[config.mk]
export PLATFORM = sky130hd
export DESIGN_NAME = ulpi_reg_engine
export DESIGN_NICKNAME = d
export VERILOG_FILES = /design/src/rtl/ulpi_reg_pkg.sv /design/src/rtl/ulpi_cmd_build.sv /design/src/rtl/ulpi_reg_fsm.sv /design/src/rtl/ulpi_reg_engine.sv
export SDC_FILE = /design/constraint.sdc
export NUM_CORES = 1
export LEC_CHECK = 0
export BUFFER_PORTS_ARGS = -buffer_cell sky130_fd_sc_hd__buf_2
export CAP_MARGIN = 20
export CORE_MARGIN = 10
export CORE_UTILIZATION = 47
export DETAILED_ROUTE_END_ITERATION = 6
export GPL_ROUTABILITY_DRIVEN = 0
export PLACE_DENSITY_LB_ADDON = 0.08
export SLEW_MARGIN = 20
export SYNTH_ARGS = -nofsm -noshare
export SYNTH_HDL_FRONTEND = slang
export SYNTH_SLANG_ARGS = --single-unit
[constraint.sdc]
create_clock -name clk -period 1.35 [get_ports clk]
set_input_delay 0.2025 -clock clk [delete_from_list [all_inputs] [get_ports clk]]
set_output_delay 0.2025 -clock clk [all_outputs]
set_load 0.05 [all_outputs]
[src/rtl/ulpi_reg_pkg.sv]
package ulpi_reg_pkg;

  typedef enum logic [2:0] {
    ST_IDLE = 3'd0,
    ST_CMD  = 3'd1,
    ST_EADR = 3'd2,
    ST_WDAT = 3'd3,
    ST_STP  = 3'd4,
    ST_TURN = 3'd5,
    ST_RDAT = 3'd6,
    ST_REL  = 3'd7
  } eng_state_t;

  localparam logic [1:0] OP_WRITE = 2'b10;
  localparam logic [1:0] OP_READ  = 2'b11;

endpackage

[src/rtl/ulpi_cmd_build.sv]
module ulpi_cmd_build #(
  parameter int DATA_W = 8,
  parameter int IMM_W  = 6,
  parameter logic [IMM_W-1:0] ESC_CODE = 6'h2F,
  parameter bit EXT_EN = 1'b1
) (
  input  logic              is_write,
  input  logic [DATA_W-1:0] addr,
  output logic [DATA_W-1:0] cmd_byte,
  output logic              use_ext,
  output logic              reject
);
  import ulpi_reg_pkg::*;

  localparam int OP_W = DATA_W - IMM_W;
  localparam logic [DATA_W-1:0] ESC_WIDE = {{OP_W{1'b0}}, ESC_CODE};

  logic [OP_W-1:0]  op_code;
  logic [IMM_W-1:0] payload;

  // Addresses at or above the escape code cannot travel in the immediate field.
  assign use_ext  = (addr >= ESC_WIDE);
  assign op_code  = is_write ? OP_WRITE : OP_READ;
  assign payload  = use_ext ? ESC_CODE : addr[IMM_W-1:0];
  assign cmd_byte = {op_code, payload};

  generate
    if (EXT_EN) begin : g_ext_on
      assign reject = 1'b0;
    end else begin : g_ext_off
      assign reject = use_ext;
    end
  endgenerate

endmodule

[src/rtl/ulpi_reg_fsm.sv]
module ulpi_reg_fsm #(
  parameter int DATA_W = 8
) (
  input  logic              clk,
  input  logic              rst_n,
  input  logic              req_valid,
  input  logic              req_write,
  input  logic [DATA_W-1:0] req_addr,
  input  logic [DATA_W-1:0] req_wdata,
  input  logic [DATA_W-1:0] cmd_byte,
  input  logic              use_ext,
  input  logic              reject,
  output logic              req_ready,
  output logic              rsp_valid,
  output logic              rsp_abort,
  output logic [DATA_W-1:0] rsp_rdata,
  input  logic              ulpi_dir,
  input  logic              ulpi_nxt,
  input  logic [DATA_W-1:0] ulpi_data_in,
  output logic [DATA_W-1:0] ulpi_data_out,
  output logic              ulpi_data_oe,
  output logic              ulpi_stp
);
  import ulpi_reg_pkg::*;

  eng_state_t        st_q, st_d;
  logic              accept;
  logic              fire_d, abort_d;
  logic              write_q, ext_q;
  logic [DATA_W-1:0] cmd_q, addr_q, wdata_q;

  assign req_ready = (st_q == ST_IDLE) && !ulpi_dir;
  assign accept    = req_valid && req_ready;

  // Next-state and response decode
  always_comb begin
    st_d    = st_q;
    fire_d  = 1'b0;
    abort_d = 1'b0;
    case (st_q)
      ST_IDLE: begin
        if (accept) begin
          if (reject) begin
            fire_d  = 1'b1;
            abort_d = 1'b1;
          end else begin
            st_d = ST_CMD;
          end
        end
      end
      ST_CMD, ST_EADR, ST_WDAT: begin
        if (ulpi_dir) begin
          st_d    = ST_IDLE;
          fire_d  = 1'b1;
          abort_d = 1'b1;
        end else if (ulpi_nxt) begin
          if (st_q == ST_WDAT)                  st_d = ST_STP;
          else if (st_q == ST_CMD && ext_q)     st_d = ST_EADR;
          else if (write_q)                     st_d = ST_WDAT;
          else                                  st_d = ST_TURN;
        end
      end
      ST_STP: begin
        st_d   = ST_IDLE;
        fire_d = 1'b1;
      end
      ST_TURN: begin
        if (ulpi_dir) st_d = ST_RDAT;
      end
      ST_RDAT: st_d = ST_REL;
      ST_REL: begin
        if (!ulpi_dir) begin
          st_d   = ST_IDLE;
          fire_d = 1'b1;
        end
      end
      default: st_d = ST_IDLE;
    endcase
  end

  // State and response registers
  always_ff @(posedge clk or negedge rst_n) begin
    if (!rst_n) begin
      st_q      <= ST_IDLE;
      rsp_valid <= 1'b0;
      rsp_abort <= 1'b0;
    end else begin
      st_q      <= st_d;
      rsp_valid <= fire_d;
      rsp_abort <= abort_d;
    end
  end

  // Request capture, enabled on acceptance
  always_ff @(posedge clk or negedge rst_n) begin
    if (!rst_n) begin
      write_q <= 1'b0;
      ext_q   <= 1'b0;
      cmd_q   <= '0;
      addr_q  <= '0;
      wdata_q <= '0;
    end else if (accept) begin
      write_q <= req_write;
      ext_q   <= use_ext;
      cmd_q   <= cmd_byte;
      addr_q  <= req_addr;
      wdata_q <= req_wdata;
    end
  end

  // Read data capture, enabled in the sample cycle after turnaround
  always_ff @(posedge clk or negedge rst_n) begin
    if (!rst_n) begin
      rsp_rdata <= '0;
    end else if (st_q == ST_RDAT) begin
      rsp_rdata <= ulpi_data_in;
    end
  end

  // Bus outputs
  always_comb begin
    case (st_q)
      ST_CMD:  ulpi_data_out = cmd_q;
      ST_EADR: ulpi_data_out = addr_q;
      ST_WDAT: ulpi_data_out = wdata_q;
      default: ulpi_data_out = '0;
    endcase
  end

  assign ulpi_stp     = (st_q == ST_STP);
  assign ulpi_data_oe = !ulpi_dir;

  AST_NO_DRIVE_ON_DIR: assert property (@(posedge clk) disable iff (!rst_n)
    ulpi_dir |-> !ulpi_data_oe);

  AST_HOLD_UNTIL_NXT: assert property (@(posedge clk) disable iff (!rst_n)
    ((st_q == ST_CMD || st_q == ST_EADR || st_q == ST_WDAT) && !ulpi_nxt && !ulpi_dir)
      |=> $stable(ulpi_data_out));

  AST_STP_SINGLE: assert property (@(posedge clk) disable iff (!rst_n)
    ulpi_stp |=> !ulpi_stp);

  AST_STP_AFTER_ACCEPT: assert property (@(posedge clk) disable iff (!rst_n)
    ulpi_stp |-> $past(ulpi_nxt));

  AST_DONE_AFTER_STP: assert property (@(posedge clk) disable iff (!rst_n)
    ulpi_stp |=> (rsp_valid && !rsp_abort));

  AST_ABORT_ON_TAKEOVER: assert property (@(posedge clk) disable iff (!rst_n)
    ((st_q == ST_CMD || st_q == ST_EADR || st_q == ST_WDAT) && ulpi_dir)
      |=> (rsp_valid && rsp_abort && !ulpi_stp));

  AST_READY_ONLY_BUS_FREE: assert property (@(posedge clk) disable iff (!rst_n)
    req_ready |-> !ulpi_dir);

endmodule

[src/rtl/ulpi_reg_engine.sv]
module ulpi_reg_engine #(
  parameter int DATA_W = 8,
  parameter int IMM_W  = 6,
  parameter logic [IMM_W-1:0] ESC_CODE = 6'h2F,
  parameter bit EXT_EN = 1'b1
) (
  input  logic              clk,
  input  logic              rst_n,
  input  logic              req_valid,
  input  logic              req_write,
  input  logic [DATA_W-1:0] req_addr,
  input  logic [DATA_W-1:0] req_wdata,
  output logic              req_ready,
  output logic              rsp_valid,
  output logic              rsp_abort,
  output logic [DATA_W-1:0] rsp_rdata,
  input  logic              ulpi_dir,
  input  logic              ulpi_nxt,
  input  logic [DATA_W-1:0] ulpi_data_in,
  output logic [DATA_W-1:0] ulpi_data_out,
  output logic              ulpi_data_oe,
  output logic              ulpi_stp
);

  logic [DATA_W-1:0] cmd_byte;
  logic              use_ext;
  logic              reject;

  ulpi_cmd_build #(
    .DATA_W  (DATA_W),
    .IMM_W   (IMM_W),
    .ESC_CODE(ESC_CODE),
    .EXT_EN  (EXT_EN)
  ) u_cmd (
    .is_write(req_write),
    .addr    (req_addr),
    .cmd_byte(cmd_byte),
    .use_ext (use_ext),
    .reject  (reject)
  );

  ulpi_reg_fsm #(
    .DATA_W(DATA_W)
  ) u_fsm (
    .clk          (clk),
    .rst_n        (rst_n),
    .req_valid    (req_valid),
    .req_write    (req_write),
    .req_addr     (req_addr),
    .req_wdata    (req_wdata),
    .cmd_byte     (cmd_byte),
    .use_ext      (use_ext),
    .reject       (reject),
    .req_ready    (req_ready),
    .rsp_valid    (rsp_valid),
    .rsp_abort    (rsp_abort),
    .rsp_rdata    (rsp_rdata),
    .ulpi_dir     (ulpi_dir),
    .ulpi_nxt     (ulpi_nxt),
    .ulpi_data_in (ulpi_data_in),
    .ulpi_data_out(ulpi_data_out),
    .ulpi_data_oe (ulpi_data_oe),
    .ulpi_stp     (ulpi_stp)
  );

endmodule

==> flow_metrics.tcl, run 1 <==
set metrics [dict create \
    synthCells 194 \
    synth_sequential_area_ratio_pct 52.1 \
    initial_core_util_pct 50.0 \
    grt-ovfl-total 0 \
    setup_violations 39 \
    dieArea_sq_mm 0.00691 \
    drt_wl_total_um 4970 \
    tightest_slew_ps 252 \
    path_max_fanout 4 \
    drive_gt1_share_pct 49.4 \
    top_layer "met4" \
    p_sw_uw 3180 \
    clkLatencyLatePin_ps 290 \
    ys_seq_elements 39 \
    hp-class "in -> reg" \
    numCtsBuffers 5 \
    ant_nets 0 \
    drv_cap 0 \
    finalInstanceArea_sq_mm 0.00278 \
    grt_usage_pct 14.3 \
    drt_iter0_drc 95 \
    post-route-period-util_pct 133 \
    grt_max_degree 40 \
    intPower_uw 3910 \
    dpl_worst_slack_ps -280 \
    combPwrFrac_pct 61.0 \
    die_h_um 83.1 \
    wl_met3_um 484 \
    viasPerCell 5.25 \
    antenna_found_initial 0 \
    grt_first_pass_wirelength_um 8330 \
    synth.area.top_cells "dfrtp_1 (52%), nand2_1 (13%), mux2_2 (10%)" \
    relSlewSlack_pct 83.1 \
    drt_first_pass_iters 4 \
    clkSlewWorstSetupHoldPaths_ps 70 \
    period_minus_slack_ps 1800 \
    maxSlewViolCount 0 \
    status "finished, violations left" \
    fill_cells 288 \
    fin_nets 300 \
    fmax_mhz 556 \
    yosysWarnings 0 \
    fin_skew_ps 3.51 \
    clockBufferDepth 2 \
    area_delta_synth_final_pct 48.4 \
    synth_top_cell_by_area "dfrtp_1" \
    dpl.hpwl_um 3710 \
    hold_violations 0 \
    post_dp_cell_area_sq_mm 0.00244 \
    syn_area_sq_mm 0.00187 \
    clockRootBuffer "clkbuf_8" \
    p_leak_uw 0.00137 \
    rr_worst_depth 7 \
    min_path_cells 2 \
    cts_sinks 39 \
    rsz0062_at_grt "true" \
    rows 22 \
    io_pins 51 \
    num_vias 1665 \
    power_frac_clock_pct 10.1 \
    synth_cell_types 31 \
    failed_checks "negative setup slack" \
    grt_pass1_vias 1781 \
    wire_per_inst_um 15.7 \
    cp.required_ps 1150 \
    cp-start-kind "flop" \
    power_frac_seq_pct 28.9 \
    cts_tree "done" \
    p_per_area_mw_per_mm2 2550 \
    cp-end-kind "output port" \
    n_antenna_cell 0 \
    port_buffers 50 \
    crit_type "reg -> out" \
    fin_hold_ws_ps 94.0 \
    avgSynthCellArea_sq_um 9.65 \
    fin_ws_ps -447 \
    routed-wl-met2_um 2450 \
    synth_top_area_share_pct 52.1 \
    core_area_sq_mm 0.00374 \
    swShare_pct 44.8 \
    ir_drop_mv 1.61 \
    crit_arrival_ps 1590 \
    die_w_um 83.1 \
    drc 0 \
    synth_fp_nets 224 \
    route.layer.met1.wl_um 1980 \
    htree_levels 2 \
]
## layer usage
layer,vias to the layer above,track usage [%]
li1,804,-
met1,792,16.3
met2,60,23.4
met3,9,6.25
met4,0,4.62
met5,-,0
## critical path: stages (launching register included)
cell     delay, ps
dfrtp_1        410
buf_6          150
mux2_2         350
a22oi_2        200
nor2_4          40
buf_6          150
## registers in the layout, summed over array words and instances, names as in the netlist
name	cells
u_fsm.rsp_rdata	8
u_fsm.rsp_valid	1
u_fsm.cmd_q	8
u_fsm.addr_q	8
u_fsm.ext_q	1
u_fsm.rsp_abort	1
u_fsm.write_q	1
u_fsm.st_q	3
u_fsm.wdata_q	8
## cell usage after synthesis, drive strengths merged
cell,n
o211a,1
a2111oi,1
o21ai,10
dfrtp,39
a21oi,5
inv,2
or4b,1
a41o,1
clkbuf,3
nand3,1
buf,8
nor4bb,1
nand2b,3
a22oi,9
and2,2
o21a,1
mux2,17
a211o,1
nor3b,2
nor2,12
a32oi,1
nor4,1
nor2b,3
nand2,65
nor3,3
and3,1
## through the flow
stage          power [uW]  util [%]  TNS, ps  instances
3_5_place_dp         5630      65.1    -9060        305
6_report             7090      74.3   -13820        317
4_1_cts              6980      72.9   -13280        316
2_1_floorplan        4670         -   -11680        194
5_1_grt              7520      74.3   -16210        317
3_3_place_gp         5530      65.1    -7640        305
## layout make-up
| class | instances | area, sq um | share of cell area (%) |
|---|---|---|---|
| clock buffers | 6 | 72.6 | 2.61 |
| inverters | 2 | 7.51 | 0.270 |
| multi-input cells | 142 | 1020 | 36.8 |
| flip-flops and latches | 39 | 978 | 35.2 |
| well taps | 48 | 60.1 | 2.16 |
| repair buffers | 80 | 638 | 23.0 |
## power groups by stage
| stage | clock network [uW] | logic (uW) | registers [uW] |
|---|---|---|---|
| 6_report | 715 | 4320 | 2050 |
| 2_1_floorplan | 0 | 2200 | 2470 |
| 5_1_grt | 796 | 4620 | 2100 |
| 4_1_cts | 732 | 4210 | 2040 |
| 3_3_place_gp | 0 | 3530 | 2000 |
| 3_5_place_dp | 0 | 3600 | 2030 |
## cells by family (layout without fill, tap and decap cells)
| family | after synthesis | after routing | share of synthesized area [%] |
|---|---|---|---|
| flops | 39 | 39 | 52.1 |
| mux | 17 | 17 | 10.2 |
| compound gates | 30 | 30 | 10.8 |
| simple gates | 95 | 95 | 22.8 |
| buf+inv | 13 | 88 | 4.07 |
## worst paths after layout
| path | startpoint | endpoint | slack [ps] |
|---|---|---|---|
| max | u_fsm.st_q[0] | ulpi_data_out[7] | -450 |
| min | req_write | u_fsm.cmd_q[6] | 90 |
| max reg2reg | u_fsm.st_q[0] | u_fsm.cmd_q[4] | -430 |
| min reg2reg | u_fsm.addr_q[3] | u_fsm.addr_q[3] | 470 |
| max in group asynchronous | rst_n | u_fsm.st_q[1] | 740 |
| min in group asynchronous | rst_n | u_fsm.rsp_abort | 400 |
## timing repair
item / CTS / global route
hold buffers: 1 / 0
resized for setup: 52 / 11
endpoints found under the hold margin: 39 / 0
cloned: 0 / 0
buffers inserted: 4 / 2
pin swaps: 14 / 3
setup endpoints to repair: 47 / 48
## cells in the final DEF, fill, tap and decap left out, types with 2 or more instances in the layout
cell type / Yosys / final
inv_1: 2 / 2
o21ai_0: 8 / 2
o21ai_1: 2 / 8
nor2_1: 11 / 2
clkbuf_8: 0 / 5
a22oi_2: 0 / 8
a21oi_1: 5 / 4
dfrtp_1: 39 / 37
mux2_4: 0 / 4
nand2b_1: 3 / 3
buf_2: 4 / 40
nor3_1: 3 / 2
mux2_2: 17 / 13
nor2_4: 1 / 10
buf_8: 0 / 7
buf_4: 0 / 17
buf_12: 0 / 3
nand2_1: 64 / 63
buf_6: 3 / 12
nor2b_4: 0 / 2
nand2_4: 0 / 2
dfrtp_2: 0 / 2
No activity file was read; power rests on OpenSTA's default activity.
==> run 2, diff against run 1 <==
==> constraint.sdc (replaced) <==
create_clock -name clk -period 1.6 [get_ports clk]
set_input_delay 0.24 -clock clk [delete_from_list [all_inputs] [get_ports clk]]
set_output_delay 0.24 -clock clk [all_outputs]
set_load 0.05 [all_outputs]
==> flow_metrics.tcl, run 2 (synthesized netlist as in run 1, its figures left out) <==
set metrics [dict create \
    status "finished, violations left" \
    failed_checks "negative setup slack" \
    cp-start-kind "flop" \
    r2r_setup_slack_ps -180 \
    drc 0 \
    relSlewSlack_pct 66.7 \
    crit_arrival_ps 1580 \
    core_area_sq_mm 0.00374 \
    grt_util_met3_pct 4.69 \
    grt_usage_pct 15.0 \
    max_stage_delay_ps 460 \
    die_h_um 83.1 \
    tightest_slew_ps 499 \
    rows 22 \
    clkLatencyLatePin_ps 290 \
    grt_pass1_vias 1786 \
    ant_nets 0 \
    grt-ovfl-total 0 \
    dieArea_sq_mm 0.00691 \
    top_usage_layer "met2" \
    die_w_um 83.1 \
    cp-end-kind "output port" \
    layout_common_cells "nand2_1 (63), buf_2 (40), dfrtp_1 (37), mux2_2 (14), buf_6 (13)" \
    fin_hold_ws_ps 124 \
    n_antenna_cell 0 \
    dpl.hpwl_um 3740 \
    cts_tree "done" \
    wire_per_inst_um 17.7 \
    cp.required_ps 1360 \
    fmax_mhz 550 \
    hp-class "in -> reg" \
    fin_nets 294 \
    clockBufferDepth 2 \
    p_leak_uw 0.00133 \
    rsz0062_at_grt "true" \
    drt_iter0_drc 168 \
    period_minus_slack_ps 1820 \
    fin_ws_ps -219 \
    antenna_found_initial 0 \
    htree_levels 2 \
    num_vias 1688 \
    path_buf_inv 2 \
    clockRootBuffer "clkbuf_8" \
    maxSlewViolCount 0 \
    cp_cell_sequence "buf_12 > mux2_4 > a22oi_2 > nor2_4 > buf_8" \
    path_max_fanout 5 \
    post-route-period-util_pct 114 \
    clkSlewWorstSetupHoldPaths_ps 70 \
    ir_drop_mv 1.43 \
    port_buffers 50 \
    setup_violations 33 \
    final_common_cell "nand2_1" \
    crit_slowest_cell "dfrtp_2" \
    cp_top_family "flip-flops" \
    drive_gt1_share_pct 47.0 \
    grt_first_pass_wirelength_um 8610 \
    drv_cap 0 \
    final_cells 312 \
    viasPerCell 5.41 \
    met2_usage_pct 25.1 \
    grt_max_degree 24 \
    hold_violations 0 \
    area_delta_synth_final_pct 43.8 \
    initial_core_util_pct 50.0 \
    drt_first_pass_iters 7 \
    grtUsageMet1_pct 17.4 \
    io_pins 51 \
    p_per_area_mw_per_mm2 2160 \
    drt_wl_total_um 5540 \
    numCtsBuffers 5 \
    fin_skew_ps 1.95 \
    placedCellCount 295 \
    crit_type "reg -> out" \
    cts_sinks 39 \
]
run 2: cell types whose count changed in the layout (fill, tap and decap cells not counted), sizes merged:
cell	change
buf	-8
clkbuf	+2
clkinv	+1
run 2: worst register-to-register path: stages (launching register included):
cell and delay (ps):
dfrtp_2 460, buf_4 160, or4b_4 530, nor2_4 180
buf_6 130, buf_12 100, nor2_1 40, a21oi_1 110
run 2: area by class of cell:
type                    count  area, sq um
clock inverters             1         5.00
repair buffers             74          617
clock buffers               6         82.6
flip-flops and latches     39          978
inverters                   2         7.51
well taps                  48         60.1
fillers                   288         1050
multi-input cells         142          943
run 2: worst paths after layout:
kind | end | from | cells past startpoint
min | u_fsm.cmd_q[6] | req_write | 2
min in group asynchronous | u_fsm.rsp_rdata[6] | rst_n | 2
min reg2reg | u_fsm.addr_q[2] | u_fsm.addr_q[2] | 2
max reg2reg | u_fsm.cmd_q[6] | u_fsm.st_q[0] | 7
max in group asynchronous | u_fsm.cmd_q[1] | rst_n | 3
max | ulpi_data_out[0] | u_fsm.st_q[0] | 5
run 2: timing repair:
item,CTS,global route
hold endpoints to repair,21,0
pin swaps,5,7
gates resized for setup,39,14
buffers inserted,3,3
cloned,2,2
setup endpoints to repair,43,35
hold buffers,1,0
run 2: where the power goes:
| part | switching [uW] | internal (uW) |
|---|---|---|
| logic | 2020 | 1400 |
| clock network | 335 | 338 |
| registers | 300 | 1430 |
run 2: metrics by stage:
| step | setup TNS (ps) | util (%) | power [uW] | setup slack, ps | cell area [sq um] |
|---|---|---|---|---|---|
| after global routing | -6460 | 72.0 | 6120 | -271 | 2690 |
| final | -4550 | 72.0 | 5820 | -219 | 2690 |
| after CTS | -4980 | 69.2 | 5660 | -236 | 2590 |
| after detailed placement | -1530 | 61.0 | 4500 | -114 | 2280 |
| after floorplan | -5010 | - | 3750 | -225 | 1940 |
| after global placement | -56.5 | 61.0 | 4390 | -16.2 | 2280 |
run 2: routing by layer:
metal  part of all wire (%)  wire [um]  up-vias
met3                    6.8        374        9
met4                    1.3         74        0
met1                     43       2360      813
li1                       -          -      792
met5                      0          0        -
met2                     49       2730       74
